<file path="config.mk">
export PLATFORM = sky130hd
export DESIGN_NAME = codec_pwr_ctrl
export DESIGN_NICKNAME = d
export VERILOG_FILES = /design/src/rtl/cpc_pkg.sv /design/src/rtl/cpc_sync.sv /design/src/rtl/cpc_edge_det.sv /design/src/rtl/cpc_idle_timer.sv /design/src/rtl/cpc_mode_fsm.sv /design/src/rtl/cpc_enable_dec.sv /design/src/rtl/codec_pwr_ctrl.sv
export SDC_FILE = /design/constraint.sdc
export NUM_CORES = 1
export LEC_CHECK = 0
export BUFFER_PORTS_ARGS = -buffer_cell sky130_fd_sc_hd__buf_2
export CAP_MARGIN = 20
export CORE_ASPECT_RATIO = 1.5
export CORE_MARGIN = 10
export CORE_UTILIZATION = 50
export CTS_CLUSTER_DIAMETER = 30
export DETAILED_ROUTE_END_ITERATION = 7
export HOLD_SLACK_MARGIN = 0.02
export PLACE_DENSITY = 0.73
export SYNTH_ARGS = -nofsm -noshare
export SYNTH_HDL_FRONTEND = slang
export SYNTH_SLANG_ARGS = --single-unit
</file>
<file path="constraint.sdc">
create_clock -name clk -period 3.9 [get_ports clk]
set_input_delay 0.39 -clock clk [delete_from_list [all_inputs] [get_ports clk]]
set_output_delay 0.39 -clock clk [all_outputs]
set_load 0.05 [all_outputs]
</file>
<file path="src/rtl/cpc_pkg.sv">
package cpc_pkg;
  typedef enum logic [1:0] {
    PM_OPER = 2'b00,
    PM_SAVE = 2'b01,
    PM_DOWN = 2'b10
  } pm_mode_t;

  typedef struct packed {
    logic ref_en;
    logic pll_en;
    logic rxdrv_en;
    logic tx_en;
    logic rx_en;
    logic pcm_oe;
  } pm_en_t;
endpackage

</file>
<file path="src/rtl/cpc_sync.sv">
module cpc_sync #(
  parameter int          WIDTH   = 3,
  parameter int          STAGES  = 2,
  parameter logic [WIDTH-1:0] RST_VAL = '0
) (
  input  logic             clk,
  input  logic             rst_n,
  input  logic [WIDTH-1:0] din,
  output logic [WIDTH-1:0] dout
);
  for (genvar g = 0; g < WIDTH; g++) begin : g_bit
    logic [STAGES-1:0] chain;
    always_ff @(posedge clk or negedge rst_n) begin
      if (!rst_n) chain <= {STAGES{RST_VAL[g]}};
      else        chain <= {chain[STAGES-2:0], din[g]};
    end
    assign dout[g] = chain[STAGES-1];
  end
endmodule

</file>
<file path="src/rtl/cpc_edge_det.sv">
module cpc_edge_det #(
  parameter bit RISE_ONLY = 1'b0
) (
  input  logic clk,
  input  logic rst_n,
  input  logic level,
  output logic edge_p
);
  logic prev;
  always_ff @(posedge clk or negedge rst_n) begin
    if (!rst_n) prev <= 1'b0;
    else        prev <= level;
  end
  if (RISE_ONLY) begin : g_rise
    assign edge_p = level & ~prev;
  end else begin : g_any
    assign edge_p = level ^ prev;
  end
endmodule

</file>
<file path="src/rtl/cpc_idle_timer.sv">
module cpc_idle_timer #(
  parameter int LIMIT = 64
) (
  input  logic clk,
  input  logic rst_n,
  input  logic kick,
  output logic alive
);
  localparam int CW = $clog2(LIMIT + 1);
  localparam logic [CW-1:0] CMAX = CW'(LIMIT);

  logic [CW-1:0] cnt;
  always_ff @(posedge clk or negedge rst_n) begin
    if (!rst_n)            cnt <= CMAX;
    else if (kick)         cnt <= '0;
    else if (cnt != CMAX)  cnt <= cnt + 1'b1;
  end
  assign alive = (cnt != CMAX);

  // an observed edge revives the line on the next cycle
  a_r4_kick_revives: assert property (@(posedge clk) disable iff (!rst_n)
    kick |=> alive);
  // a dead line stays dead until an edge is seen
  a_r5_dead_holds: assert property (@(posedge clk) disable iff (!rst_n)
    (!alive && !kick) |=> !alive);
endmodule

</file>
<file path="src/rtl/cpc_mode_fsm.sv">
module cpc_mode_fsm
  import cpc_pkg::*;
#(
  parameter int EXIT_PERIODS = 3
) (
  input  logic     clk,
  input  logic     rst_n,
  input  logic     pdn_ok,
  input  logic     bclk_alive,
  input  logic     fs_alive,
  input  logic     fs_rise,
  output pm_mode_t mode
);
  localparam int QW = $clog2(EXIT_PERIODS + 1);
  localparam logic [QW-1:0] QDONE = QW'(EXIT_PERIODS);

  logic [QW-1:0] qual;
  logic          clocks_ok;
  assign clocks_ok = bclk_alive && fs_alive;

  always_ff @(posedge clk or negedge rst_n) begin
    if (!rst_n) begin
      mode <= PM_SAVE;
      qual <= '0;
    end else if (!pdn_ok) begin
      mode <= PM_DOWN;
      qual <= '0;
    end else begin
      unique case (mode)
        PM_DOWN: begin
          mode <= PM_SAVE;
          qual <= '0;
        end
        PM_OPER: begin
          if (!clocks_ok) mode <= PM_SAVE;
          qual <= '0;
        end
        PM_SAVE: begin
          if (!bclk_alive || (!fs_alive && !fs_rise)) begin
            qual <= '0;
          end else if (fs_rise) begin
            if (qual == QDONE) begin
              mode <= PM_OPER;
              qual <= '0;
            end else begin
              qual <= qual + 1'b1;
            end
          end
        end
        default: begin
          mode <= PM_SAVE;
          qual <= '0;
        end
      endcase
    end
  end

  a_r2_pdn_forces_down: assert property (@(posedge clk) disable iff (!rst_n)
    !pdn_ok |=> mode == PM_DOWN);
  a_r3_wake_to_save: assert property (@(posedge clk) disable iff (!rst_n)
    (mode == PM_DOWN && pdn_ok) |=> mode == PM_SAVE);
  a_r4_bclk_dead_exit: assert property (@(posedge clk) disable iff (!rst_n)
    (mode == PM_OPER && pdn_ok && !bclk_alive) |=> mode == PM_SAVE);
  a_r5_fs_dead_exit: assert property (@(posedge clk) disable iff (!rst_n)
    (mode == PM_OPER && pdn_ok && !fs_alive) |=> mode == PM_SAVE);
  a_r7_exit_on_rise: assert property (@(posedge clk) disable iff (!rst_n)
    (mode == PM_SAVE && !fs_rise) |=> mode != PM_OPER);
  a_r9_legal_code: assert property (@(posedge clk) disable iff (!rst_n)
    mode != 2'b11);
endmodule

</file>
<file path="src/rtl/cpc_enable_dec.sv">
module cpc_enable_dec
  import cpc_pkg::*;
(
  input  pm_mode_t mode,
  output pm_en_t   en
);
  always_comb begin
    en = '0;
    unique case (mode)
      PM_OPER: en = '1;
      PM_SAVE: begin
        en.ref_en   = 1'b1;
        en.pll_en   = 1'b1;
        en.rxdrv_en = 1'b1;
      end
      default: en = '0;
    endcase
  end
endmodule

</file>
<file path="src/rtl/codec_pwr_ctrl.sv">
module codec_pwr_ctrl
  import cpc_pkg::*;
#(
  parameter int SYNC_STAGES  = 2,
  parameter int BCLK_TIMEOUT = 64,
  parameter int FS_TIMEOUT   = 70000,
  parameter int EXIT_PERIODS = 3
) (
  input  logic       clk,
  input  logic       rst_n,
  input  logic       bit_clk,
  input  logic       frame_sync,
  input  logic       pwr_dn_n,
  output logic [1:0] pwr_mode,
  output logic       tx_en,
  output logic       rx_en,
  output logic       pcm_oe,
  output logic       ref_en,
  output logic       pll_en,
  output logic       rxdrv_en
);
  localparam int NIN = 3;

  logic [NIN-1:0] raw_in, sync_in;
  logic bclk_edge, fs_rise, bclk_alive, fs_alive;
  pm_mode_t mode;
  pm_en_t   en;

  assign raw_in = {pwr_dn_n, frame_sync, bit_clk};

  cpc_sync #(.WIDTH(NIN), .STAGES(SYNC_STAGES), .RST_VAL(3'b100)) u_sync (
    .clk(clk), .rst_n(rst_n), .din(raw_in), .dout(sync_in));

  cpc_edge_det #(.RISE_ONLY(1'b0)) u_bclk_edge (
    .clk(clk), .rst_n(rst_n), .level(sync_in[0]), .edge_p(bclk_edge));
  cpc_edge_det #(.RISE_ONLY(1'b1)) u_fs_edge (
    .clk(clk), .rst_n(rst_n), .level(sync_in[1]), .edge_p(fs_rise));

  cpc_idle_timer #(.LIMIT(BCLK_TIMEOUT)) u_bclk_tmr (
    .clk(clk), .rst_n(rst_n), .kick(bclk_edge), .alive(bclk_alive));
  cpc_idle_timer #(.LIMIT(FS_TIMEOUT)) u_fs_tmr (
    .clk(clk), .rst_n(rst_n), .kick(fs_rise), .alive(fs_alive));

  cpc_mode_fsm #(.EXIT_PERIODS(EXIT_PERIODS)) u_fsm (
    .clk(clk), .rst_n(rst_n), .pdn_ok(sync_in[2]), .bclk_alive(bclk_alive),
    .fs_alive(fs_alive), .fs_rise(fs_rise), .mode(mode));

  cpc_enable_dec u_dec (.mode(mode), .en(en));

  assign pwr_mode = mode;
  assign tx_en    = en.tx_en;
  assign rx_en    = en.rx_en;
  assign pcm_oe   = en.pcm_oe;
  assign ref_en   = en.ref_en;
  assign pll_en   = en.pll_en;
  assign rxdrv_en = en.rxdrv_en;

  // PCM driver never on without the transmit path, reference and PLL
  a_r6_pcm_needs_path: assert property (@(posedge clk) disable iff (!rst_n)
    pcm_oe |-> (tx_en && ref_en && pll_en));
endmodule

</file>
* Word level (Yosys, flattened, before mapping) *
Index checks and enable logic that the tools add are counted.

operators by class
  add/sub/neg operators = 3
  equal/unequal tests = 9
  mux-type cells = 17
  bitwise operators = 3
  reductions and logical operators = 11

operator list
  operator                 number
  $mux W17                 2
  $mux W2                  10
  $add A17 B1 Y17 const B  1
  $ne A17 B17 Y1 const B   1
  $mux W7                  2
  $ne A3 B3 Y1 const B     4
  $add A7 B1 Y7 const B    1
  $ne A7 B7 Y1 const B     1
  $mux W3                  2
  $ne A4 B4 Y1 const B     1
  $pmux W2 S2              1
  $reduce_and A4 Y1        1
  $reduce_bool A2 Y1       2
  $logic_not A1 Y1         3
  $add A2 B1 Y2 const B    1
  $eq A2 B1 Y1 const B     1
  $eq A2 B2 Y1 const B     1
  $logic_and A1 B1 Y1      2
  $logic_not A2 Y1         1
  $reduce_or A2 Y1         1
  $and A1 B1 Y1            1
  $logic_or A1 B1 Y1       1
  $not A1 Y1               1
  $xor A1 B1 Y1            1

storage, ports and cells
  register bits = 36
  input port bits = 5
  word-level logic and storage cells = 52

* Depth between registers and ports, before layout *
Gate-level depths: netlist (run 1).

  depth in word-level cells = 8
  gate-level depth with buffers = 6
  mapped depth without buffers = 6

* By module *
A second synthesis (run 1) with hierarchy kept.

unflattened totals
  cells, all modules = 170
  area total of the unflattened synthesis = 1793.0 µm²

by module, submodules not included
  module                       instances  cells each  area each (µm²)  seq. area each (µm²)
  cpc_idle_timer (u_fs_tmr)    1          98          932.1            432.9
  cpc_idle_timer (u_bclk_tmr)  1          37          384.1            176.4
  cpc_mode_fsm                 1          16          191.4            101.3
  cpc_sync                     1          9           175.2            152.6
  cpc_edge_det (u_fs_edge)     1          2           38.8             25.0
  cpc_enable_dec               1          6           37.5             0.0
  cpc_edge_det (u_bclk_edge)   1          2           33.8             25.0

* Worst setup path after synthesis (run 1) *
OpenSTA, ideal clock, no wires.

  path type = flip-flop to output port
  from = reg u_fsm.mode[1]
  to = out rx_en
  arrival time = 1689 ps
  data required time = 3510 ps
  path slack = 1821 ps
  cell stages (with the launch flop) = 3
  buffers on the path = 1
  path through = dfrtp_1 nor2_1 buf_4

on the way
  word-level cells in the longest chain between the ends = 2

ends and longest elaborated chain
  item                    line                  source
  from (decl)             cpc_mode_fsm.sv:12    output pm_mode_t mode
  from (signal assigned)  cpc_mode_fsm.sv:23    mode <= PM_SAVE;
  from (signal assigned)  cpc_mode_fsm.sv:26    mode <= PM_DOWN;
  from (signal assigned)  cpc_mode_fsm.sv:31    mode <= PM_SAVE;
  $logic_not A2 Y1        cpc_enable_dec.sv:9   unique case (mode)
  $mux W3                 cpc_enable_dec.sv:9
  to (decl)               codec_pwr_ctrl.sv:16  output logic rx_en,

Every way passes these cells.

* Final worst setup path (run 1) *
  from = reg u_fs_tmr.cnt[0]
  to = reg u_fs_tmr.cnt[2]

on the way
  word-level cells in the longest chain between the ends = 3

ends and longest elaborated chain
  item                    line                  source
  from (decl)             cpc_idle_timer.sv:12  logic [CW-1:0] cnt;
  from (signal assigned)  cpc_idle_timer.sv:16  else if (cnt != CMAX) cnt <= cnt + 1'b1;
  $add A17 B1 Y17         cpc_idle_timer.sv:16
  $mux W17                cpc_idle_timer.sv:16
  $mux W17                cpc_idle_timer.sv:15  else if (kick) cnt <= '0;

Parallel ways exist; a longest one is shown, timed or not. The select of a mux whose other input is x is not followed.
A chain may end at the register's enable or synchronous reset.

==> results.sh, run 1 <==
export IMPL_yosys_warnings=0
export IMPL_fillers=295
export IMPL_place_hpwl_um=2250
export IMPL_port_buffers=12
export IMPL_antenna_found_initial=0
export IMPL_drive_gt1_frac=0.213
export IMPL_start_util=0.510
export IMPL_syn_inst=161
export IMPL_fmaxAchievable_mhz=587
export IMPL_crit_chain="inv_1 > ha_1 > nor4bb_1 > nand4_1 > nor2_1 > o21ai_0"
export IMPL_ios=13
export IMPL_seq_area_um2=913
export IMPL_clk_latency_ps=290
export IMPL_synth_area_top_cells="dfrtp_1, dfstp_2, xor2_1"
export IMPL_cts_sinks=36
export IMPL_ys_async_sr_fraction=1.00
export IMPL_synth_top_area_share=0.381
export IMPL_cts_max_path_buffers=2
export IMPL_peakVddDrop_mv=0.278
export IMPL_htree_levels=2
export IMPL_power_leakage_nw=0.825
export IMPL_cts_root_buf="clkbuf_8"
export IMPL_ctsResizeCount=0
export IMPL_seq_area_frac_synth=0.534
export IMPL_pwr_density_cell_nw_per_um2=430
export IMPL_diodes=0
export IMPL_synth_top_flop_cell="dfrtp_1"
export IMPL_hold_violations=0
export IMPL_drv_slew=0
export IMPL_nNetsFinal=183
export IMPL_yosysMostFrequentCell="dfrtp_1"
export IMPL_cts_buffers=5
export IMPL_path_delay_family="simple AND/OR/NAND/NOR gates"
export IMPL_cp_data_required_time_ps=4050
export IMPL_worstSetupPathType="register to register"
export IMPL_yosys_top_cells_count="dfrtp_1, nor2_1, nand2_1"
export IMPL_synth_avg_cell_area_um2=10.6
export IMPL_grt_pass1_wl_um=5660
export IMPL_cts_setup_buffers=0
export IMPL_hold_buffers=0
export IMPL_finalClockSkew_ps=3.87
export IMPL_grt_pass1_vias=1237
export IMPL_crit_buf_inv=1
export IMPL_reg2regPathDepth=6
export IMPL_cts_tree="built"
export IMPL_syn_nets=171
export IMPL_cp_max_fo=5
export IMPL_area_growth_pct=9.59
export IMPL_synth_largest_area_cell="dfrtp_1"
export IMPL_die_x_um=67.7
export IMPL_vias=1186
export IMPL_setup_viol=0
export IMPL_netlist_area_um2=1710
export IMPL_wl_met2_um=1590
export IMPL_multi_input_comb_area_um2=727
export IMPL_worst_slew_pin_slew_ps=766
export IMPL_setup_tns_ps=0
export IMPL_slowest_stage="dfrtp_1"
export IMPL_cp_depth=6
export IMPL_grt_max_degree=37
export IMPL_post_route_period_util=0.437
export IMPL_die_area_um2=6200
export IMPL_drc=0
export IMPL_max_stage_delay_ps=420
export IMPL_ys_ff_latch=36
export IMPL_power_uw=805
export IMPL_setup_worst_path_start_class="register"
export IMPL_grt_setup_unrepaired="no"
export IMPL_cts_clk_slew_worst_paths_ps=70
export IMPL_final_antenna_net_count=0
export IMPL_overflow=0
export IMPL_drt_met1_wl_um=1300
export IMPL_cp_end_kind="register"
export IMPL_maxSlewHeadroom=0.490
export IMPL_arrival_ps=1850
export IMPL_status="complete, no violations"
export IMPL_period_minus_slack_ps=1700
export IMPL_hold_path_class="primary input to asynchronous set/reset pin"
export IMPL_core_um2=3350
export IMPL_rows=26
export IMPL_finalWeightedCongestion=0.765
export IMPL_drv_cap=0
export IMPL_wl_per_cell_um=14.6
export IMPL_die_h_um=91.6
export IMPL_wirelength_um=3160
export IMPL_drt_vias_per_instance=5.49
export IMPL_track_usage=0.117
export IMPL_synth_edff_count=0
export IMPL_top_layer="met4"
export IMPL_first_pass_iters=4
export IMPL_ys_types=39
export IMPL_drtIter0Drc=45
export IMPL_wl_met3_um=188
[state kept, by name (all words and copies together), names as in the netlist]
name / cells
u_fs_tmr.cnt: 17
u_bclk_tmr.cnt: 7
u_sync.g_bit.chain: 6
u_fsm.mode: 2
u_fsm.qual: 2
u_bclk_edge.prev: 1
u_fs_edge.prev: 1
[cell families (layout without fill, tap and decap cells)]
logic type	after synthesis	in the layout	share of synthesized area
compound gates	15	15	0.0520
mux	3	3	0.0176
xor+xnor	15	15	0.0769
fa+ha+maj	5	5	0.0366
flops	36	36	0.534
buf+inv	14	27	0.0403
simple gates	73	73	0.242
[worst register-to-register path, stage by stage, from the launching register on]
cell and delay (ps):
dfrtp_1 420, inv_1 100, ha_1 160, nor4bb_1 200
nand4_1 150, nor2_1 350, o21ai_0 180
[per-stage QoR]
| stage | util | instances | worst slack, ps | instance area [µm²] | hold WS, ps |
|---|---|---|---|---|---|
| 6_report | 0.559 | 216 | 2200 | 1870 | 167 |
| 3_5_place_dp | 0.530 | 207 | 2190 | 1780 | 338 |
| 3_3_place_gp | 0.530 | 207 | 2270 | 1780 | 333 |
| 4_1_cts | 0.557 | 215 | 2180 | 1870 | 197 |
| 2_1_floorplan | - | 161 | 1820 | 1710 | 94.4 |
| 5_1_grt | 0.559 | 216 | 1980 | 1870 | 194 |
[layout make-up]
type,count,area share
clock buffers,8,0.0481
inverters,6,0.0120
multi-input cells,111,0.388
flip-flops and latches,36,0.488
well taps,42,0.0281
repair buffers,13,0.0361
[power by group]
part	switching (mW)	internal (mW)	total (mW)
combinational	0.0642	0.0387	0.103
sequential	0.0315	0.402	0.433
clock	0.124	0.144	0.268
[per-layer routing]
metal,GRT usage,vias to the layer above
li1,-,571
met1,0.128,589
met2,0.189,20
met3,0.0431,6
met4,0.0567,0
met5,0,-
[cells in the final DEF (no fill, tap or decap), types with 2 or more instances in the layout]
cell type / count
dfrtp_1: 26
nor2_1: 18
nand2_1: 13
nand3_1: 12
buf_2: 12
xor2_1: 10
dfstp_2: 10
inv_1: 6
clkbuf_8: 6
o21ai_0: 5
xnor2_1: 5
a21oi_1: 5
ha_1: 5
nand3b_1: 4
nand4_1: 3
mux2i_1: 3
or3_1: 3
nor4_1: 2
and3_2: 2
and3_1: 2
or4_1: 2
clkbuf_1: 2
[path summary, 6_finish.rpt]
kind | start | endpoint | slack (ps)
max | u_fs_tmr.cnt[0] | u_fs_tmr.cnt[2] | 2200
min | rst_n | u_bclk_tmr.cnt[3] | 170
max reg2reg | u_fs_tmr.cnt[0] | u_fs_tmr.cnt[2] | 2200
min reg2reg | u_sync.g_bit[1].chain[0] | u_sync.g_bit[1].chain[1] | 350
max in group asynchronous | rst_n | u_bclk_edge.prev | 3240
min in group clk | pwr_dn_n | u_sync.g_bit[2].chain[0] | 200
Note: power is estimated with default switching activity, not from simulation.
==> run 2: changes to the inputs <==
ABC_AREA = 1   (was unset)
clock period = 1.7 ns   (was 3.9 ns; I/O delays follow)
==> run 2 against run 1 <==
  * Routed wire length grew 17%
  * Count of clock-buffer cells in the layout decreased by 2
  * Clock skew is 3.7 ps higher
  * Register-to-register slack lost 2000 ps
  * Global-route usage grew 0.45 points
  * Largest power group unchanged
  * Highest routed layer unchanged
==> results.sh, run 2 <==
export IMPL_period_minus_slack_ps=1480
export IMPL_ctsResizeCount=0
export IMPL_cts_buffers=5
export IMPL_finalClockSkew_ps=7.55
export IMPL_drive_gt1_frac=0.177
export IMPL_cp_end_kind="register"
export IMPL_worstReg2RegStart="u_fs_tmr.cnt[1]"
export IMPL_drv_slew=0
export IMPL_grt_pass1_wl_um=6530
export IMPL_synth_largest_area_cell="dfrtp_1"
export IMPL_max_stage_delay_ps=420
export IMPL_drt_vias_per_instance=5.18
export IMPL_nNetsFinal=258
export IMPL_hold_path_class="register to register"
export IMPL_setup_tns_ps=0
export IMPL_cts_tree="built"
export IMPL_crit_chain="ha_1 > nand3_1 > nor3_4 > nand3_1 > o21ai_0 > nor2_1"
export IMPL_power_mw=1.92
export IMPL_multi_input_comb_area_um2=772
export IMPL_clk_latency_ps=290
export IMPL_synth_edff_count=0
export IMPL_synth_avg_cell_area_um2=8.09
export IMPL_antenna_found_initial=0
export IMPL_worst_slew_pin_slew_ps=756
export IMPL_fmaxAchievable_mhz=677
export IMPL_syn_inst=230
export IMPL_wl_per_cell_um=12.7
export IMPL_htree_levels=2
export IMPL_slowest_stage="dfrtp_1"
export IMPL_final_common_cell="nand2_1"
export IMPL_synth_top_flop_cell="dfrtp_1"
export IMPL_place_hpwl_um=2820
export IMPL_vias=1513
export IMPL_core_um2=3650
export IMPL_cp_data_required_time_ps=1880
export IMPL_overflow=0
export IMPL_setup_slack_ps=222
export IMPL_rows=27
export IMPL_ios=13
export IMPL_dp_slack_ps=225
export IMPL_fillers=343
export IMPL_dp_cells=280
export IMPL_post_route_period_util=0.869
export IMPL_peakVddDrop_mv=0.568
export IMPL_largest_register_ff_count=17
export IMPL_utilization=0.571
export IMPL_cts_root_buf="clkbuf_8"
export IMPL_cts_clk_slew_worst_paths_ps=70
export IMPL_synth_compound_area_frac=0.0982
export IMPL_yosys_mux_area_fraction=0
export IMPL_hold_violations=0
export IMPL_drtIter0Drc=111
export IMPL_synth_xor_area_frac=0.00941
export IMPL_status="complete, no violations"
export IMPL_grt_max_degree=37
export IMPL_yosys_top_cells_count="nand2_1, inv_1, nor2_1"
export IMPL_synth_area_top_cells="dfrtp_1, dfstp_2, nand2_1"
export IMPL_first_pass_iters=4
export IMPL_top_register="u_fs_tmr.cnt"
export IMPL_port_buffers=12
export IMPL_seq_area_frac_synth=0.491
export IMPL_grt_setup_unrepaired="no"
export IMPL_setup_viol=0
export IMPL_maxSlewHeadroom=0.496
export IMPL_critPathCapture="u_fs_tmr.cnt[14]"
export IMPL_netlist_area_um2=1860
export IMPL_start_util=0.510
export IMPL_drv_cap=0
export IMPL_grt_busiest_layer="met2"
export IMPL_rrSetupSlack_ps=220
export IMPL_power_leakage_nw=0.973
export IMPL_placed_area_um2=1950
export IMPL_final_cell_mix="nand2_1, inv_1, nor2_1"
export IMPL_ys_async_sr_fraction=1.00
export IMPL_die_x_um=69.8
export IMPL_seq_area_um2=915
export IMPL_yosysMostFrequentCell="nand2_1"
export IMPL_reg2regPathDepth=6
export IMPL_wirelength_um=3700
export IMPL_critPathLaunch="u_fs_tmr.cnt[1]"
export IMPL_grt_pass1_vias=1515
export IMPL_whs_ps=345
export IMPL_synth_simple_area_share=0.272
export IMPL_synth_top_area_share=0.350
export IMPL_final_antenna_net_count=0
export IMPL_met1_usage=0.113
export IMPL_reg_largest_list="u_fs_tmr.cnt: 17 flops, u_bclk_tmr.cnt: 7 flops, u_sync.g_bit.chain: 6 flops"
export IMPL_setup_worst_path_start_class="register"
export IMPL_pwr_density_cell_nw_per_um2=920
export IMPL_ys_ff_latch=36
export IMPL_ys_types=27
export IMPL_drc=0
export IMPL_worstSetupPathType="register to register"
export IMPL_finalWeightedCongestion=0.842
export IMPL_arrival_ps=1650
export IMPL_area_growth_pct=12.0
export IMPL_cp_common_cell="nand3_1"
export IMPL_final_design_area_no_fill_um2=2080
export IMPL_track_usage=0.121
export IMPL_yosys_warnings=0
export IMPL_synth_top_family_by_area="simple AND/OR/NAND/NOR gates"
export IMPL_cts_sinks=36
export IMPL_cts_max_path_buffers=2
export IMPL_globalRouteMet2Util=0.229
export IMPL_instances_no_fill=292
export IMPL_die_h_um=94.7
export IMPL_diodes=0
export IMPL_die_area_um2=6610
export IMPL_grt_use_met3=0.0367
export IMPL_min_path_cells=0
export IMPL_synthAdderAreaFrac=0.0336
export IMPL_syn_nets=240
export IMPL_cp_max_fo=7
export IMPL_rr_endpoint="u_fs_tmr.cnt[14]"
## run 2: how the worst min path moves through the flow
stage                                   from                  endpoint  slack (ps)
global placement                    pwr_dn_n  u_sync.g_bit[2].chain[0]         270
finish              u_sync.g_bit[0].chain[0]  u_sync.g_bit[0].chain[1]         350
detailed placement                  pwr_dn_n  u_sync.g_bit[2].chain[0]         280
global route        u_sync.g_bit[0].chain[0]  u_sync.g_bit[0].chain[1]         360
floorplan                              rst_n          u_bclk_edge.prev        -130
CTS                 u_sync.g_bit[0].chain[0]  u_sync.g_bit[0].chain[1]         350
## run 2: area by class of cell
cell class / instances / share of cell area
Clock buffer: 6 / 0.0396
Clock inverter: 2 / 0.00480
Inverter: 37 / 0.0685
Multi-Input combinational cell: 151 / 0.371
Sequential cell: 36 / 0.439
Tap cell: 43 / 0.0258
Timing Repair Buffer: 17 / 0.0517
## run 2: routing by layer
layer,up-vias,wire length [µm]
li1,768,-
met1,706,1360
met2,31,2040
met3,8,194
met4,0,101
met5,-,0
## run 2: critical path, delay by kind of cell, from the launching register on
family / cells / cell delay (ps)
adder cells (fa/ha/maj): 1 / 220
AND/OR/NAND/NOR: 4 / 570
AO/OA/AOI/OAI: 1 / 160
flip-flops: 1 / 420
## run 2: power by group
group	total [mW]	internal (mW)	switching (mW)
registers	0.993	0.924	0.0693
logic	0.310	0.0960	0.214
clock network	0.614	0.323	0.291
total	1.92	1.34	0.575
## run 2: kinds of logic after synthesis
kind of cell             count (synthesis)
buffers and inverters                   43
XOR/XNOR                                 2
flip-flops                              36
AND/OR/NAND/NOR                        109
adder cells (fa/ha/maj)                  5
AO/OA/AOI/OAI                           35
## run 2: repair_timing
action | CTS | global route
buffers inserted | 0 | 0
hold endpoints to repair | 29 | 0
hold buffers | 4 | 0
==> run 3: changes to the inputs <==
BUFFER_PORTS_ARGS = unset   (was -buffer_cell sky130_fd_sc_hd__buf_2)
DONT_BUFFER_PORTS = 1   (was unset)
MAX_ROUTING_LAYER = met4   (was unset)
PLACE_DENSITY = 0.7   (was 0.73)
==> run 3 against run 2 <==
  * First-iteration DRC count shrank 12%
  * Critical path type unchanged
  * Sequential share of layout area decreased by 0.85 points
  * Sequential power barely moved
  * Combinational power up 3%
  * Power rose by 11%
  * Non-clock buffer count down 7
  * Die area is the same
  * Fmax is 0.20% higher
  * Worst hold slack got worse by 25 ps
==> results.sh, run 3 (same netlist as run 2, synthesis figures left out) <==
export IMPL_cp_max_fo=7
export IMPL_period_minus_slack_ps=1470
export IMPL_drt_vias_per_instance=5.15
export IMPL_grt_pass1_vias=1501
export IMPL_setup_viol=0
export IMPL_cts_setup_buffers=0
export IMPL_hold_path_class="primary input to asynchronous set/reset pin"
export IMPL_htree_levels=2
export IMPL_hold_violations=0
export IMPL_wirelength_um=3750
export IMPL_cts_clk_slew_worst_paths_ps=70
export IMPL_post_route_period_util=0.868
export IMPL_arrival_ps=1650
export IMPL_cts_buffers=5
export IMPL_cp_data_required_time_ps=1870
export IMPL_drc=0
export IMPL_grt_pass1_wl_um=6620
export IMPL_rows=27
export IMPL_finalWeightedCongestion=0.851
export IMPL_die_h_um=94.7
export IMPL_cts_root_buf="clkbuf_8"
export IMPL_pwr_density_cell_nw_per_um2=1000
export IMPL_path_delay_family="simple AND/OR/NAND/NOR gates"
export IMPL_track_usage=0.127
export IMPL_setup_tns_ps=0
export IMPL_nNetsFinal=251
export IMPL_diodes=0
export IMPL_worstSetupPathType="register to register"
export IMPL_largest_register_ff_count=17
export IMPL_grt_setup_unrepaired="no"
export IMPL_start_util=0.510
export IMPL_place_hpwl_um=2770
export IMPL_grt_max_degree=37
export IMPL_finalClockSkew_ps=5.23
export IMPL_cts_tree="built"
export IMPL_top_register="u_fs_tmr.cnt"
export IMPL_die_x_um=69.8
export IMPL_maxSlewHeadroom=0.726
export IMPL_cp_end_kind="register"
export IMPL_status="complete, no violations"
export IMPL_drv_slew=0
export IMPL_peakVddDrop_mv=0.666
export IMPL_clk_latency_ps=290
export IMPL_drtIter0Drc=98
export IMPL_final_common_cell="nand2_1"
export IMPL_drive_gt1_frac=0.153
export IMPL_ios=13
export IMPL_cts_sinks=36
export IMPL_die_area_um2=6610
export IMPL_power_leakage_nw=0.970
export IMPL_final_cell_mix="nand2_1, inv_1, nor2_1"
export IMPL_port_buffers=0
export IMPL_reg_largest_list="u_fs_tmr.cnt: 17 flops, u_bclk_tmr.cnt: 7 flops, u_sync.g_bit.chain: 6 flops"
export IMPL_crit_buf_inv=0
export IMPL_wl_per_cell_um=13.2
export IMPL_crit_chain="ha_1 > nand3_1 > nor3_4 > nand2_1 > o21ai_0 > a21oi_1"
export IMPL_max_stage_delay_ps=410
export IMPL_vias=1468
export IMPL_slowest_stage="dfrtp_1"
export IMPL_worst_slew_pin_slew_ps=414
export IMPL_cts_max_path_buffers=2
export IMPL_core_um2=3650
export IMPL_utilization=0.582
export IMPL_fmaxAchievable_mhz=678
export IMPL_area_growth_pct=14.2
export IMPL_first_pass_iters=4
export IMPL_drv_cap=0
export IMPL_antenna_found_initial=0
export IMPL_overflow=0
export IMPL_setup_worst_path_start_class="register"
export IMPL_final_antenna_net_count=0
run 3: path summary, 6_finish.rpt:
| check | start | end | slack, ps | cells after the start |
|---|---|---|---|---|
| worst max-delay path | u_fs_tmr.cnt[0] | u_fs_tmr.cnt[10] | 230 | 6 |
| worst min-delay path | rst_n | u_bclk_tmr.cnt[2] | 320 | 2 |
| worst max register to register | u_fs_tmr.cnt[0] | u_fs_tmr.cnt[10] | 230 | 6 |
| worst min register to register | u_sync.g_bit[0].chain[0] | u_sync.g_bit[0].chain[1] | 350 | 0 |
| max in group asynchronous | rst_n | u_fs_tmr.cnt[4] | 1120 | 2 |
| min in group clk | u_sync.g_bit[0].chain[0] | u_sync.g_bit[0].chain[1] | 350 | 0 |
run 3: per-stage QoR:
stage	total power, mW	std cells	hold slack (ps)	setup slack (ps)	instance area [µm²]
2_1_floorplan	1.23	230	-126	182	1870
3_3_place_gp	1.30	272	-124	250	1940
3_5_place_dp	1.30	272	-124	242	1940
4_1_cts	2.16	285	320	214	2120
5_1_grt	2.25	285	324	37.3	2120
6_report	2.13	285	321	225	2120
run 3: layout make-up:
class	count	area, µm²
multi-input combinational	151	777
tap	43	53.8
fill	326	1520
clock inverter	1	30.0
sequential	36	915
clock buffer	7	96.3
inverter	37	143
timing repair buffer	10	110
run 3: layer usage:
layer  vias up  routed length, µm  track usage  share of wire
li1        755                  -            -              -
met1       686               1540        0.124           0.41
met2        23               2030        0.219           0.54
met3         4                127       0.0399          0.034
met4         0                 55       0.0726          0.015
met5         -                  0            -              0
run 3: power breakdown:
group	leakage (nW)	internal [mW]	total [mW]	switching, mW
sequential	0.442	0.923	0.992	0.0692
combinational	0.464	0.104	0.320	0.216
clock	0.0645	0.517	0.822	0.305
run 3: timing repair:
| action | 4_1_cts | 5_1_grt |
|---|---|---|
| hold endpoints to repair | 39 | 0 |
| resized for setup | 0 | 0 |
| hold buffers | 5 | 0 |
| setup endpoints to repair | 0 | 0 |
